`src/rtl/vol_tone_decoder.sv`:
```
module vol_tone_decoder #(
  parameter int ATT_W        = 7,
  parameter int GAIN_W       = 5,
  parameter int FINE_KNEE_DB = 42
) (
  input  logic                     clk,
  input  logic                     rst_n,
  input  logic                     wr_en,
  input  logic [4:0]               mode_mask,
  input  logic [7:0]               wr_data,
  output logic [ATT_W-1:0]         ch1_att_db,
  output logic                     ch1_silent,
  output logic [ATT_W-1:0]         ch2_att_db,
  output logic                     ch2_silent,
  output logic signed [GAIN_W-1:0] bass_gain_db,
  output logic signed [GAIN_W-1:0] treble_gain_db,
  output logic                     mute_on,
  output logic                     bad_code
);

  localparam logic [ATT_W-1:0] SILENT_ATT = '1;

  function automatic logic [ATT_W:0] vol_decode(input logic [6:0] code);
    int steps, base, fine;
    steps = 31 - int'(code[6:2]);
    fine  = int'(code[1:0]);
    if (steps == 31) return {1'b1, SILENT_ATT};
    base = (steps <= 21) ? 2 * steps : 46 + 4 * (steps - 22);
    if (base >= FINE_KNEE_DB && fine >= 2) fine = fine - 2;
    return {1'b0, ATT_W'(base + fine)};
  endfunction

  function automatic logic [GAIN_W:0] tone_decode(input logic [3:0] code);
    int mag;
    logic ok;
    mag = int'(code[2:0]);
    ok  = (mag <= 6) && !(code[3] && mag == 0);
    return {ok, GAIN_W'(code[3] ? -2 * mag : 2 * mag)};
  endfunction

  logic                     v_inf, b_ok, t_ok;
  logic [ATT_W-1:0]         v_att;
  logic signed [GAIN_W-1:0] b_gain, t_gain;

  assign {v_inf, v_att} = vol_decode(wr_data[6:0]);
  assign {b_ok, b_gain} = tone_decode(wr_data[3:0]);
  assign {t_ok, t_gain} = tone_decode(wr_data[7:4]);

  wire vol_wr  = wr_en && (mode_mask[0] || mode_mask[1]) && !mode_mask[2] && !mode_mask[3];
  wire tone_wr = wr_en && !mode_mask[0] && !mode_mask[1] && (mode_mask[2] || mode_mask[3]);

  always_ff @(posedge clk) begin
    if (!rst_n) begin
      ch1_att_db     <= SILENT_ATT;
      ch1_silent     <= 1'b1;
      ch2_att_db     <= SILENT_ATT;
      ch2_silent     <= 1'b1;
      bass_gain_db   <= '0;
      treble_gain_db <= '0;
      mute_on        <= 1'b0;
      bad_code       <= 1'b0;
    end else begin
      bad_code <= tone_wr && ((mode_mask[2] && !b_ok) || (mode_mask[3] && !t_ok));
      if (wr_en) mute_on <= mode_mask[4];
      if (vol_wr && mode_mask[0]) begin
        ch1_att_db <= v_att;
        ch1_silent <= v_inf;
      end
      if (vol_wr && mode_mask[1]) begin
        ch2_att_db <= v_att;
        ch2_silent <= v_inf;
      end
      if (tone_wr && mode_mask[2] && b_ok) bass_gain_db   <= b_gain;
      if (tone_wr && mode_mask[3] && t_ok) treble_gain_db <= t_gain;
    end
  end

  assert_idle_hold_R11: assert property (@(posedge clk) disable iff (!rst_n)
    !wr_en |=> ($stable(ch1_att_db) && $stable(ch2_att_db) && $stable(ch1_silent)
                && $stable(ch2_silent) && $stable(bass_gain_db) && $stable(treble_gain_db)
                && $stable(mute_on) && !bad_code));

  assert_mute_follow_R5: assert property (@(posedge clk) disable iff (!rst_n)
    wr_en |=> (mute_on == $past(mode_mask[4])));

  assert_vol_blocked_R3: assert property (@(posedge clk) disable iff (!rst_n)
    (wr_en && (mode_mask[2] || mode_mask[3])) |=> ($stable(ch1_att_db) && $stable(ch2_att_db)));

  assert_tone_blocked_R4: assert property (@(posedge clk) disable iff (!rst_n)
    (wr_en && (mode_mask[0] || mode_mask[1])) |=> ($stable(bass_gain_db) && $stable(treble_gain_db) && !bad_code));

  assert_att_range_R8: assert property (@(posedge clk) disable iff (!rst_n)
    (!ch1_silent |-> ch1_att_db <= ATT_W'(79)) and (!ch2_silent |-> ch2_att_db <= ATT_W'(79)));

  assert_gain_range_R9: assert property (@(posedge clk) disable iff (!rst_n)
    (bass_gain_db >= -12) && (bass_gain_db <= 12) && !bass_gain_db[0]
    && (treble_gain_db >= -12) && (treble_gain_db <= 12) && !treble_gain_db[0]);

  assert_err_pulse_R10: assert property (@(posedge clk) disable iff (!rst_n)
    (bad_code && !wr_en) |=> !bad_code);

endmodule

```
`config.mk`:
```
export PLATFORM = sky130hd
export DESIGN_NAME = vol_tone_decoder
export DESIGN_NICKNAME = d
export VERILOG_FILES = /design/src/rtl/vol_tone_decoder.sv
export SDC_FILE = /design/constraint.sdc
export NUM_CORES = 1
export LEC_CHECK = 0
export BUFFER_PORTS_ARGS = -buffer_cell sky130_fd_sc_hd__buf_4
export CAP_MARGIN = 15
export CORE_MARGIN = 4
export CORE_UTILIZATION = 31
export CTS_BUF_LIST = sky130_fd_sc_hd__clkbuf_16
export DETAILED_ROUTE_END_ITERATION = 12
export SKIP_CTS_REPAIR_TIMING = 1
export SLEW_MARGIN = 15
export SYNTH_ARGS = -nofsm -noshare
export SYNTH_HDL_FRONTEND = slang
export SYNTH_SLANG_ARGS = --single-unit
```
`constraint.sdc`:
```
create_clock -name clk -period 5.7 [get_ports clk]
set_input_delay 0.285 -clock clk [delete_from_list [all_inputs] [get_ports clk]]
set_output_delay 0.285 -clock clk [all_outputs]
set_load 0.01 [all_outputs]
```
==> impl_metrics.py <==
metrics = {
    "yosys": {
        "ys_ff_latch": 26,
        "synth-compound-area-share_pct": 21.00,
        "synthMuxAreaShare_pct": 4.185,
        "ys.flop_type": "dfxtp_1",
        "ys_top_cells_by_count": "dfxtp_1, nand2_1, ha_1",
        "synth-edff-count": 0,
        "synth.most_common_cell": "dfxtp_1",
        "netlist_top_cells_area": "dfxtp_1, ha_1, o211ai_1",
        "synth_area_um2": 1674,
        "synth-xor-area-share_pct": 2.616,
        "synth_top_area_share_pct": 31.09,
        "async_reset_ff_share_pct": 0,
        "synth.largest_area_cell": "dfxtp_1",
        "avgSynthCellArea_um2": 8.329,
        "netlist-cell-type-count": 37,
        "yosysWarnings": 0,
        "synth-simple-area-share_pct": 19.21,
        "yosys.area_share.adder_pct": 15.40,
        "synth_top_family_by_area": "compound AO/OA/AOI/OAI gates",
        "syn_inst": 201,
        "yosysSeqAreaShare_pct": 31.09,
    },
    "clocking": {
        "cts_buffers": 3,
        "htree_levels": 1,
        "clockBufferDepth": 2,
        "cts_root_buf": "clkbuf_16",
        "clock_latency_ns": 0.25,
        "cts_tree": "yes",
        "path_clk_slew_ns": 0.06,
        "clock_sinks": 26,
    },
    "min_path": {
        "hold_path.class": "in2reg",
    },
    "finish": {
        "flow.area_growth_from_synthesis_pct": 25.64,
        "drive_above_1_share_pct": 20.68,
        "nFillCells": 535,
        "finalInstanceArea_um2": 2103,
        "nets": 274,
        "n_antenna_cell": 0,
    },
    "routing": {
        "drtIter0Drc": 77,
        "num_vias": 1501,
        "routed_wl_um": 3900,
        "drc": 0,
        "drt_pass1_iterations": 4,
        "viasPerCell": 4.889,
        "wl_per_cell_um": 12.70,
        "ant_nets": 0,
    },
    "worst_setup_path": {
        "start_kind": "primary input",
        "critPathCaptureType": "flop",
        "crit_fanout": 14,
        "crit_slowest_cell": "o21ai_1",
        "arrival_ns": 3.59,
        "crit_family": "compound AO/OA/AOI/OAI gates",
        "path_buf_inv": 2,
        "path_class": "in2reg",
        "cpPeakStageDelay_ns": 0.64,
        "worst_ep_required_time_ns": 5.86,
        "crit_path_frequent_cell": "ha_1",
        "crit_chain": "buf_4, inv_1, ha_1, nor2b_1, o21ai_1, a31o_2, a21oi_1, nor2_1, ha_1, ha_1, a211oi_1, o21bai_1, a21oi_1, a2111oi_0, a311oi_1",
    },
    "timing": {
        "finalMaxSlewViolations": 0,
        "rsz0062_at_grt": "no",
        "tightest_slew_ns": 0.8235,
        "setup_tns_ns": 0,
        "slew_headroom_pct": 44.73,
        "layout_setup_ws_ns": 2.275,
        "fin_crit_ns": 3.425,
        "clock.fmax_mhz": 292.0,
        "timing.final.hold_violations": 0,
        "finalSetupViolations": 0,
        "holdWs_ns": 0.2833,
        "skew_ns": 0,
        "period_share_pct": 60.09,
    },
    "power_and_ir_drop": {
        "peakVddDrop_mv": 0.1045,
        "powerDensity_nw_per_um2": 216.4,
        "p_leak_uw": 0.001053,
        "power_frac_comb_pct": 24.3,
        "clockPowerShare_pct": 33.9,
        "swShare_pct": 27.59,
        "p_sw_uw": 125.6,
        "p_seq_share_pct": 41.8,
        "internal-power_uw": 329.6,
    },
    "global_routing": {
        "overflow": 0,
        "grt_first_pass_wirelength_um": 6541,
        "grt_max_degree": 28,
        "antenna_found_initial": 0,
        "grt_usage_pct": 12.31,
        "grt_pass1_vias": 1437,
    },
    "floorplanning": {
        "fp.dieH_um": 81.49,
        "dieArea_um2": 6640,
        "num_io_pins": 44,
        "rows": 26,
        "fp.dieW_um": 81.49,
        "core_um2": 5172,
        "initial_core_util_pct": 32.37,
    },
    "placed_design": {
        "pre_cts_ws_ns": 1.714,
        "gp_congestion": 0.8240,
        "port_buffers": 41,
        "dpl.hpwl_um": 3084,
        "place_area_um2": 2024,
    },
    "status": {
        "run_status": "finished, final reports clean",
    },
    "run": {
        "max-cap-violations": 0,
    },
}
-- layout by cell type (no fill, tap or decap), types with 3 or more instances in the layout --
master and n:
o21ai_0 7, o211ai_1 14, nor2b_1 9, nand2b_1 4
xor2_1 3, a21oi_1 11, ha_1 19, nand2_1 24
clkbuf_16 3, nand3_1 4, dfxtp_1 26, inv_1 15
nor2_1 14, mux2i_1 7, buf_4 41
-- cell type report --
cell class,instances,area [µm²],area share [%]
clock inverters,1,3.754,0.1785
repair buffers,41,307.8,14.63
well taps,70,87.58,4.164
multi-input cells,151,1052,50.03
inverters,15,56.30,2.677
flip-flops and latches,26,520.5,24.75
clock buffers,3,75.07,3.569
-- registers in the layout, summed over array words and instances, names as in the netlist --
signal,count
ch2_att_db,7
ch2_silent,1
bass_gain_db,4
ch1_silent,1
bad_code,1
ch1_att_db,7
treble_gain_db,4
mute_on,1
-- power by group through the flow --
stage	registers (µW)	clock network, µW	logic, µW
finish	190	154	111
global route	191	168	126
floorplan	197	0	72.1
CTS	190	158	111
global placement	195	0	109
detailed placement	195	0	111
-- through the flow --
| step | util [%] | power (µW) | std cells |
|---|---|---|---|
| CTS | 40.66 | 460.0 | 307 |
| finish | 40.66 | 455.2 | 307 |
| global route | 40.66 | 484.9 | 307 |
| global placement | 39.14 | 303.8 | 303 |
| floorplan | - | 269.1 | 202 |
| detailed placement | 39.14 | 305.1 | 303 |
-- worst register-to-register path, stage by stage (launching register included) --
cell,delay [ns]
dfxtp_1,0.32
nand2_1,0.05
o21ai_0,0.07
and2_1,0.16
-- kinds of logic after synthesis --
| group | after synthesis |
|---|---|
| simple gates | 65 |
| compound gates | 52 |
| other cells | 1 |
| mux | 7 |
| fa+ha+maj | 20 |
| buf+inv | 25 |
| xor+xnor | 5 |
| flops | 26 |
-- routing by layer --
layer  track usage, %  share of wire (%)
met2            20.11                 45
met5                0                  0
met3           0.9868                4.8
met1            16.86                 49
met4            4.561                1.1
-- worst paths after layout --
check | start | to | slack [ns] | cells after the start
setup / recovery | wr_data[4] | ch1_att_db[6] | 2.28 | 15
hold / removal | mode_mask[4] | mute_on | 0.28 | 3
setup reg to reg | treble_gain_db[4] | treble_gain_db[4] | 5.00 | 3
hold reg to reg | ch2_att_db[6] | ch2_att_db[6] | 0.47 | 2
No activity file was read; power rests on OpenSTA's default activity.
